--- src/rtl/vas_pkg.sv ---
package vas_pkg;
  // Bus cycle kinds in the order the sequence visits them.
  typedef enum logic [2:0] {
    CY_IDLE  = 3'd0,
    CY_ACK   = 3'd1,
    CY_PSH_H = 3'd2,
    CY_PSH_L = 3'd3,
    CY_VRD_L = 3'd4,
    CY_VRD_H = 3'd5,
    CY_FETCH = 3'd6
  } cyc_e;
endpackage

--- src/rtl/vas_ctrl.sv ---
module vas_ctrl
  import vas_pkg::*;
#(
  parameter int TSTATES   = 3,
  parameter int ACK_WAITS = 2,
  parameter int CW        = $clog2(TSTATES + ACK_WAITS)
) (
  input  logic          clk,
  input  logic          rst_n,
  input  logic          accept_i,
  output cyc_e          cyc_o,
  output logic [CW-1:0] tcnt_o,
  output logic          last_o,
  output logic          done_o,
  output logic          busy_o
);
  localparam int LONG = TSTATES + ACK_WAITS;

  cyc_e          cyc_q, cyc_d;
  logic [CW-1:0] tcnt_q, tcnt_d;
  logic          last;

  always_comb begin
    unique case (cyc_q)
      CY_IDLE: last = 1'b0;
      CY_ACK:  last = (tcnt_q == CW'(LONG - 1));
      default: last = (tcnt_q == CW'(TSTATES - 1));
    endcase
  end

  always_comb begin
    cyc_d  = cyc_q;
    tcnt_d = tcnt_q;
    if (cyc_q == CY_IDLE) begin
      if (accept_i) begin
        cyc_d  = CY_ACK;
        tcnt_d = '0;
      end
    end else if (last) begin
      tcnt_d = '0;
      unique case (cyc_q)
        CY_ACK:   cyc_d = CY_PSH_H;
        CY_PSH_H: cyc_d = CY_PSH_L;
        CY_PSH_L: cyc_d = CY_VRD_L;
        CY_VRD_L: cyc_d = CY_VRD_H;
        CY_VRD_H: cyc_d = CY_FETCH;
        default:  cyc_d = CY_IDLE;
      endcase
    end else begin
      tcnt_d = CW'(tcnt_q + 1'b1);
    end
  end

  always_ff @(posedge clk or negedge rst_n) begin
    if (!rst_n) begin
      cyc_q  <= CY_IDLE;
      tcnt_q <= '0;
    end else begin
      cyc_q  <= cyc_d;
      tcnt_q <= tcnt_d;
    end
  end

  assign cyc_o  = cyc_q;
  assign tcnt_o = tcnt_q;
  assign last_o = last;
  assign busy_o = (cyc_q != CY_IDLE);
  assign done_o = (cyc_q == CY_FETCH) && (tcnt_q == '0);

  // the acknowledge cycle ends after its wait states and moves to the first push
  assert_ack_len_R2: assert property (@(posedge clk) disable iff (!rst_n)
    (cyc_q == CY_ACK && tcnt_q == CW'(LONG - 1)) |=> (cyc_q == CY_PSH_H && tcnt_q == '0));

  // an accept while busy, outside the acknowledge cycle, never leads into one
  assert_busy_accept_ignored_R9: assert property (@(posedge clk) disable iff (!rst_n)
    (busy_o && accept_i && cyc_q != CY_ACK) |=> (cyc_q != CY_ACK));

  // the fetch cycle is always followed by idle
  assert_fetch_ends_R7: assert property (@(posedge clk) disable iff (!rst_n)
    (cyc_q == CY_FETCH && last) |=> (cyc_q == CY_IDLE));
endmodule

--- src/rtl/vas_capture.sv ---
module vas_capture #(
  parameter int DW = 8,
  parameter int AW = 2 * DW
) (
  input  logic          clk,
  input  logic          rst_n,
  input  logic          take_i,
  input  logic          busy_i,
  input  logic [AW-1:0] pc_i,
  input  logic [AW-1:0] sp_i,
  input  logic [AW-1:0] vec_i,
  input  logic [DW-1:0] rdata_i,
  input  logic          lat_lo_i,
  input  logic          lat_hi_i,
  input  logic          upd_sp_i,
  output logic [AW-1:0] pc_c_o,
  output logic [AW-1:0] sp_c_o,
  output logic [AW-1:0] vec_c_o,
  output logic [AW-1:0] start_o,
  output logic [AW-1:0] sp_o,
  output logic [AW-1:0] pc_o
);
  logic [AW-1:0] pc_c_q, sp_c_q, vec_c_q, sp_q, pc_q;
  logic [DW-1:0] lo_q, hi_q;

  always_ff @(posedge clk or negedge rst_n) begin
    if (!rst_n) begin
      pc_c_q  <= '0;
      sp_c_q  <= '0;
      vec_c_q <= '0;
    end else if (take_i) begin
      pc_c_q  <= pc_i;
      sp_c_q  <= sp_i;
      vec_c_q <= vec_i;
    end
  end

  always_ff @(posedge clk or negedge rst_n) begin
    if (!rst_n) lo_q <= '0;
    else if (lat_lo_i) lo_q <= rdata_i;
  end

  always_ff @(posedge clk or negedge rst_n) begin
    if (!rst_n) hi_q <= '0;
    else if (lat_hi_i) hi_q <= rdata_i;
  end

  always_ff @(posedge clk or negedge rst_n) begin
    if (!rst_n) sp_q <= '0;
    else if (upd_sp_i) sp_q <= sp_c_q - AW'(2);
  end

  always_ff @(posedge clk or negedge rst_n) begin
    if (!rst_n) pc_q <= '0;
    else if (lat_hi_i) pc_q <= {rdata_i, lo_q};
  end

  assign pc_c_o  = pc_c_q;
  assign sp_c_o  = sp_c_q;
  assign vec_c_o = vec_c_q;
  assign start_o = {hi_q, lo_q};
  assign sp_o    = sp_q;
  assign pc_o    = pc_q;

  // captured inputs hold for the whole sequence
  assert_capture_hold_R10: assert property (@(posedge clk) disable iff (!rst_n)
    busy_i |=> ($stable(pc_c_q) && $stable(sp_c_q) && $stable(vec_c_q)));

  // the new program counter matches the start address latched with it
  assert_pc_matches_start_R8: assert property (@(posedge clk) disable iff (!rst_n)
    lat_hi_i |=> (pc_q == {hi_q, lo_q}));
endmodule

--- src/rtl/vas_bus.sv ---
module vas_bus
  import vas_pkg::*;
#(
  parameter int DW = 8,
  parameter int AW = 2 * DW,
  parameter int CW = 3
) (
  input  cyc_e          cyc_i,
  input  logic [CW-1:0] tcnt_i,
  input  logic [AW-1:0] pc_c_i,
  input  logic [AW-1:0] sp_c_i,
  input  logic [AW-1:0] vec_c_i,
  input  logic [AW-1:0] start_i,
  output logic [AW-1:0] addr_o,
  output logic [DW-1:0] wdata_o,
  output logic          rd_o,
  output logic          wr_o,
  output logic          ack_o,
  output logic          fetch_o
);
  logic strobe;
  assign strobe = (tcnt_i != '0);

  always_comb begin
    addr_o  = '0;
    wdata_o = '0;
    rd_o    = 1'b0;
    wr_o    = 1'b0;
    ack_o   = 1'b0;
    fetch_o = 1'b0;
    unique case (cyc_i)
      CY_ACK: begin
        addr_o = pc_c_i;
        ack_o  = 1'b1;
      end
      CY_PSH_H: begin
        addr_o  = sp_c_i - AW'(1);
        wdata_o = pc_c_i[AW-1:DW];
        wr_o    = strobe;
      end
      CY_PSH_L: begin
        addr_o  = sp_c_i - AW'(2);
        wdata_o = pc_c_i[DW-1:0];
        wr_o    = strobe;
      end
      CY_VRD_L: begin
        addr_o = vec_c_i;
        rd_o   = strobe;
      end
      CY_VRD_H: begin
        addr_o = vec_c_i + AW'(1);
        rd_o   = strobe;
      end
      CY_FETCH: begin
        addr_o  = start_i;
        rd_o    = strobe;
        fetch_o = 1'b1;
      end
      default: ;
    endcase
  end
endmodule

--- src/rtl/vint_ack_seq.sv ---
module vint_ack_seq
  import vas_pkg::*;
#(
  parameter int DW        = 8,
  parameter int TSTATES   = 3,
  parameter int ACK_WAITS = 2
) (
  input  logic            clk,
  input  logic            rst_n,
  input  logic            accept_i,
  input  logic [2*DW-1:0] pc_i,
  input  logic [2*DW-1:0] sp_i,
  input  logic [2*DW-1:0] vec_i,
  input  logic [DW-1:0]   rdata_i,
  output logic [2*DW-1:0] addr_o,
  output logic [DW-1:0]   wdata_o,
  output logic            rd_o,
  output logic            wr_o,
  output logic            ack_o,
  output logic            fetch_o,
  output logic            done_o,
  output logic            busy_o,
  output logic [2*DW-1:0] sp_o,
  output logic [2*DW-1:0] pc_o
);
  localparam int AW = 2 * DW;
  localparam int CW = $clog2(TSTATES + ACK_WAITS);

  // Reset: asserted at once, released on a clock edge after two stages.
  logic [1:0] rst_sync_q;
  logic       rst_int_n;
  always_ff @(posedge clk or negedge rst_n) begin
    if (!rst_n) rst_sync_q <= 2'b00;
    else        rst_sync_q <= {rst_sync_q[0], 1'b1};
  end
  assign rst_int_n = rst_sync_q[1];

  cyc_e          cyc;
  logic [CW-1:0] tcnt;
  logic          last, take;
  logic [AW-1:0] pc_c, sp_c, vec_c, start;

  vas_ctrl #(.TSTATES(TSTATES), .ACK_WAITS(ACK_WAITS), .CW(CW)) u_ctrl (
    .clk(clk), .rst_n(rst_int_n), .accept_i(accept_i),
    .cyc_o(cyc), .tcnt_o(tcnt), .last_o(last), .done_o(done_o), .busy_o(busy_o)
  );

  assign take = (cyc == CY_IDLE) && accept_i;

  vas_capture #(.DW(DW), .AW(AW)) u_cap (
    .clk(clk), .rst_n(rst_int_n), .take_i(take), .busy_i(busy_o),
    .pc_i(pc_i), .sp_i(sp_i), .vec_i(vec_i), .rdata_i(rdata_i),
    .lat_lo_i(cyc == CY_VRD_L && last), .lat_hi_i(cyc == CY_VRD_H && last),
    .upd_sp_i(cyc == CY_PSH_L && last),
    .pc_c_o(pc_c), .sp_c_o(sp_c), .vec_c_o(vec_c), .start_o(start),
    .sp_o(sp_o), .pc_o(pc_o)
  );

  vas_bus #(.DW(DW), .AW(AW), .CW(CW)) u_bus (
    .cyc_i(cyc), .tcnt_i(tcnt), .pc_c_i(pc_c), .sp_c_i(sp_c), .vec_c_i(vec_c),
    .start_i(start), .addr_o(addr_o), .wdata_o(wdata_o), .rd_o(rd_o),
    .wr_o(wr_o), .ack_o(ack_o), .fetch_o(fetch_o)
  );

  // no data strobe during the acknowledge cycle
  assert_ack_quiet_R2: assert property (@(posedge clk) disable iff (!rst_int_n)
    ack_o |-> (!rd_o && !wr_o));

  // read and write strobes never overlap
  assert_strobe_excl_R3: assert property (@(posedge clk) disable iff (!rst_int_n)
    !(rd_o && wr_o));

  // done marks the first fetch state, before its read strobe
  assert_done_in_fetch_R7: assert property (@(posedge clk) disable iff (!rst_int_n)
    done_o |-> (fetch_o && !rd_o && busy_o));

  // done is a single-cycle pulse
  assert_done_pulse_R7: assert property (@(posedge clk) disable iff (!rst_int_n)
    done_o |=> !done_o);
endmodule

--- config.mk ---
export PLATFORM = sky130hd
export DESIGN_NAME = vint_ack_seq
export DESIGN_NICKNAME = d
export VERILOG_FILES = /design/src/rtl/vas_pkg.sv /design/src/rtl/vas_ctrl.sv /design/src/rtl/vas_capture.sv /design/src/rtl/vas_bus.sv /design/src/rtl/vint_ack_seq.sv
export SDC_FILE = /design/constraint.sdc
export NUM_CORES = 1
export LEC_CHECK = 0
export CORE_UTILIZATION = 55
export DETAILED_ROUTE_END_ITERATION = 10
export DONT_BUFFER_PORTS = 1
export PLACE_DENSITY = 0.7
export SYNTH_ARGS = -nofsm -noshare
export SYNTH_HDL_FRONTEND = slang
export SYNTH_SLANG_ARGS = --single-unit
--- constraint.sdc ---
create_clock -name clk -period 3.75 [get_ports clk]
set_input_delay 0.5625 -clock clk [delete_from_list [all_inputs] [get_ports clk]]
set_output_delay 0.5625 -clock clk [all_outputs]
set_load 0.05 [all_outputs]
==> summary.md <==
| Metric | Value |
|---|---|
| Status | completed |
| Setup CP Type | flip-flop to primary output |
| Antenna-violating nets left | 0 |
| Signed area change from the synthesized netlist to the final layout | 5.38% |
| WP data arrival | 2830 ps |
| Total die area | ~10000 um^2 |
| M3 GR Usage | 0.0870 |
| Min-delay worst type | primary input to flip-flop |
| Wire length of the first global-routing pass | about 21 mm |
| Crit path max-delay cell type | sky130_fd_sc_hd__nor2_1 |
| Post-synth net total | 547 |
| Final #Nets | 537 |
| Final Wtd Congestion | 1.02 |
| Total number of vias | between 3000 and 4000 |
| Initial cell density of the core | 0.571 |
| Timing startpoint of the critical path | u_ctrl.cyc_o[1] |
| Starting DRT DRC Count | ~330 |
| Pin count of the biggest net entering global routing | 80 |
| Mapped Avg Cell Area | around 11 um^2 |
| Share of synthesized registers carrying an async set or reset | 1.00 |
| Library cell with the largest summed area after synthesis | sky130_fd_sc_hd__dfrtp_1 |
| EDFF count, synth | 0 |
| Worst R2R Setup Slack | roughly 900 ps |
| Bufs on Longest Clock Path | 2 |
| Number of optimization iterations in the first detailed-route pass | 5 |
| Post-CTS repair timing setup buffer count | 0 |
| Synthesized instance count | 482 |
| Dominant combinational cell family by area after synthesis | multiplexers |
| Reg-to-reg startpoint | u_ctrl.cyc_o[1] |
| Clock tree from TritonCTS | done |
| Number of levels the H-tree was split into | 3 |
| Critical-path cell list | nand2b_1, nor2_1, a22o_1 |
| Clock slew at the register clock pins of the worst setup and hold paths | 90 ps |
| Synth Area in Compound Gates | 0.107 |
| Post-Synth Adder-Cell Area | 0.0142 |
| Fin crit period | between 3000 and 4000 ps |
| Most used routing layer | met2 |
| Max-cap viol count | 0 |
| Final setup viols | 0 |
| Sequential cell area fraction in the yosys report | 0.453 |
| Met2 track utilization from global routing | 0.419 |
| Largest cells by area after synthesis | sky130_fd_sc_hd__dfrtp_1 (45%), sky130_fd_sc_hd__mux2_2 (17%), sky130_fd_sc_hd__xnor2_1 (4.0%), sky130_fd_sc_hd__nand2_1 (2.9%), sky130_fd_sc_hd__o21ai_0 (2.8%) |
| Summed instance area of the synthesized netlist | 5300 um^2 |
| Vias in the first global route | 3925 |
| Critical Path Sink | wdata_o[4] |
| Remaining global-route overflow | 0 |
| Commonest cells post-synth | sky130_fd_sc_hd__dfrtp_1 (96), sky130_fd_sc_hd__mux2_2 (79), sky130_fd_sc_hd__nand2_1 (41), sky130_fd_sc_hd__o21ai_0 (30), sky130_fd_sc_hd__xnor2_1 (24) |
| Number of clock buffers inserted by TritonCTS | 9 |
| WP buf/inv | 0 |
| Met1 track utilization from global routing | 0.377 |
| Clock Root Buffer | sky130_fd_sc_hd__clkbuf_8 |
| Number of remaining DRC errors | 0 |
| Fraction of final layout cells with drive strength greater than 1 | 0.267 |
| Worst Skew | 10.6 ps |
| Die height | 100 um |
| HP Start | accept_i |
| WP depth | 3 |
| Number of rows created at floorplan | 35 |
| Share of cell area taken by muxes after synthesis | 0.182 |
| Clk_lat worst skew | between 300 and 400 ps |
| Unrepaired setup endpoints after global routing | false |
| GRT Resource Usage Total | 0.281 |
| Critical Path Fanout Max | 16 |
| Crit path largest cell delay | 890 ps |
| Post-synthesis simple-gate area fraction | 0.127 |
| Fillcell total | 816 |
| Number of flip-flops and latches in the synthesized netlist | 96 |
| Launching element type of the critical path | flip-flop |
| Data required time of the critical path | 3190 ps |
| Top-Level Pins | roughly 120 |
| Count of endpoints failing hold in the final timing report | 0 |
| Antenna violations before repair | 0 |
| Top-count cell post-synth | sky130_fd_sc_hd__dfrtp_1 |
| Endpoint class of the critical path | primary output |
| Post-Synth XOR/XNOR Area | 0.0661 |
| Area of the core | 9280 um^2 |
| Final Core Density | 0.602 |
| End of the worst register-to-register path | u_cap.sp_o[14] |
| Routed wire length | between 10 and 15 mm |
| Max-slew violations | 0 |
| Syn. warnings | 0 |
| Max_slew headroom | 0.267 |
| Cell family contributing the most delay on the critical path | simple AND/OR/NAND/NOR gates |
| Worst-case reg-to-reg path depth | 5 |
| Slew @ Worst Pin | 1090 ps |
| Width of the die | 100 um |
| Most instantiated flip-flop cell in the synthesis netlist | sky130_fd_sc_hd__dfrtp_1 |
| Fmax achieved | 295 MHz |
| Wire per inst | 22.0 um |
| Buffers added on ports | 0 |
| Sum Neg Setup Slack | 0 ps |
| Antenna diodes | 0 |
| Clock sink total | 96 |
| Area share of the leading cell type in the synthesized netlist | 0.453 |
| Average vias per placed instance | 6.37 |
| Count of distinct cell types in the synthesized netlist | between 50 and 60 |
| HPWL after DPL | 10.1 mm |
| Crit share post-route | 0.904 |
## registers in the layout (all words and copies together), names as in the netlist
register and flops:
u_cap.pc_c_o 16, u_cap.sp_c_o 16, u_cap.sp_o 16, u_cap.vec_c_o 16
u_cap.hi_q 8, u_cap.lo_q 8, u_cap.pc_o 8, u_ctrl.cyc_o 3
u_ctrl.tcnt_o 3, rst_sync_q 2
## logic make-up after synthesis
group / Yosys count
AO/OA/AOI/OAI: 83
XOR/XNOR: 40
adder cells (fa/ha/maj): 6
buffers and inverters: 48
flip-flops: 96
multiplexers: 86
other: 1
AND/OR/NAND/NOR: 122
## layer usage
metal	vias up	part of all wire	wire length, um
met1	1910	0.41	5480
met2	189	0.46	6080
met5	-	0	0
li1	1720	-	-
met3	34	0.10	1340
met4	0	0.031	410
## worst min path at each step
stage                     slack [ps]          endpoint  cells after the start
after global placement           270     rst_sync_q[0]                      0
after global routing             290  u_ctrl.tcnt_o[1]                      1
final                            300  u_ctrl.tcnt_o[1]                      1
after floorplan                  270     rst_sync_q[0]                      0
after detailed placement         270     rst_sync_q[0]                      0
after CTS                        300  u_ctrl.tcnt_o[1]                      1
## cell type report
| class | count | area [um^2] | share of cell area |
|---|---|---|---|
| multi-input cells | 338 | 2650 | 0.473 |
| flip-flops and latches | 96 | 2410 | 0.431 |
| well taps | 129 | 161 | 0.0289 |
| repair buffers | 18 | 150 | 0.0269 |
| clock buffers | 10 | 128 | 0.0228 |
| clock inverters | 5 | 63.8 | 0.0114 |
| inverters | 9 | 33.8 | 0.00605 |
## cell usage in the layout, fill, tap and decap left out, types with 2 or more instances in the layout
| cell | instances |
|---|---|
| sky130_fd_sc_hd__a221oi_1 | 5 |
| sky130_fd_sc_hd__inv_1 | 9 |
| sky130_fd_sc_hd__nand2_1 | 41 |
| sky130_fd_sc_hd__a221o_1 | 3 |
| sky130_fd_sc_hd__mux2_2 | 79 |
| sky130_fd_sc_hd__nor3_1 | 5 |
| sky130_fd_sc_hd__o211ai_1 | 6 |
| sky130_fd_sc_hd__mux2i_1 | 4 |
| sky130_fd_sc_hd__nor4_4 | 2 |
| sky130_fd_sc_hd__a21oi_1 | 6 |
| sky130_fd_sc_hd__nor4_1 | 4 |
| sky130_fd_sc_hd__nor2_2 | 2 |
| sky130_fd_sc_hd__buf_4 | 16 |
| sky130_fd_sc_hd__mux2_1 | 3 |
| sky130_fd_sc_hd__inv_6 | 3 |
| sky130_fd_sc_hd__and3_1 | 3 |
| sky130_fd_sc_hd__xnor2_1 | 24 |
| sky130_fd_sc_hd__nor4_2 | 2 |
| sky130_fd_sc_hd__dfrtp_1 | 95 |
| sky130_fd_sc_hd__nand2b_1 | 3 |
| sky130_fd_sc_hd__a22o_1 | 8 |
| sky130_fd_sc_hd__nand3_1 | 10 |
| sky130_fd_sc_hd__a22oi_1 | 4 |
| sky130_fd_sc_hd__and2_1 | 3 |
| sky130_fd_sc_hd__nand4_1 | 8 |
| sky130_fd_sc_hd__a222oi_1 | 8 |
| sky130_fd_sc_hd__o22ai_1 | 2 |
| sky130_fd_sc_hd__nor2b_1 | 5 |
| sky130_fd_sc_hd__and4_1 | 2 |
| sky130_fd_sc_hd__clkbuf_8 | 9 |
| sky130_fd_sc_hd__xor2_1 | 16 |
| sky130_fd_sc_hd__nor2_1 | 19 |
| sky130_fd_sc_hd__ha_1 | 6 |
| sky130_fd_sc_hd__o21ai_0 | 24 |
| sky130_fd_sc_hd__o21ai_1 | 10 |
## stage by stage
stage / setup WS, ps / instance area (um^2) / hold slack (ps) / cells
after floorplan: 793 / 5300 / 267 / 482
after global placement: 862 / 5390 / 267 / 589
after detailed placement: 813 / 5390 / 267 / 589
after CTS: 415 / 5590 / 295 / 605
after global routing: 169 / 5590 / 294 / 605
final: 362 / 5590 / 299 / 605
## repair_timing
item / in CTS / in global routing
hold buffers: 1 / 0
resized for setup: 0 / 0
hold endpoints to repair: 2 / 0
Power is not shown: default switching activity piles up to over one toggle a cycle in this logic, so the estimate is an artifact.
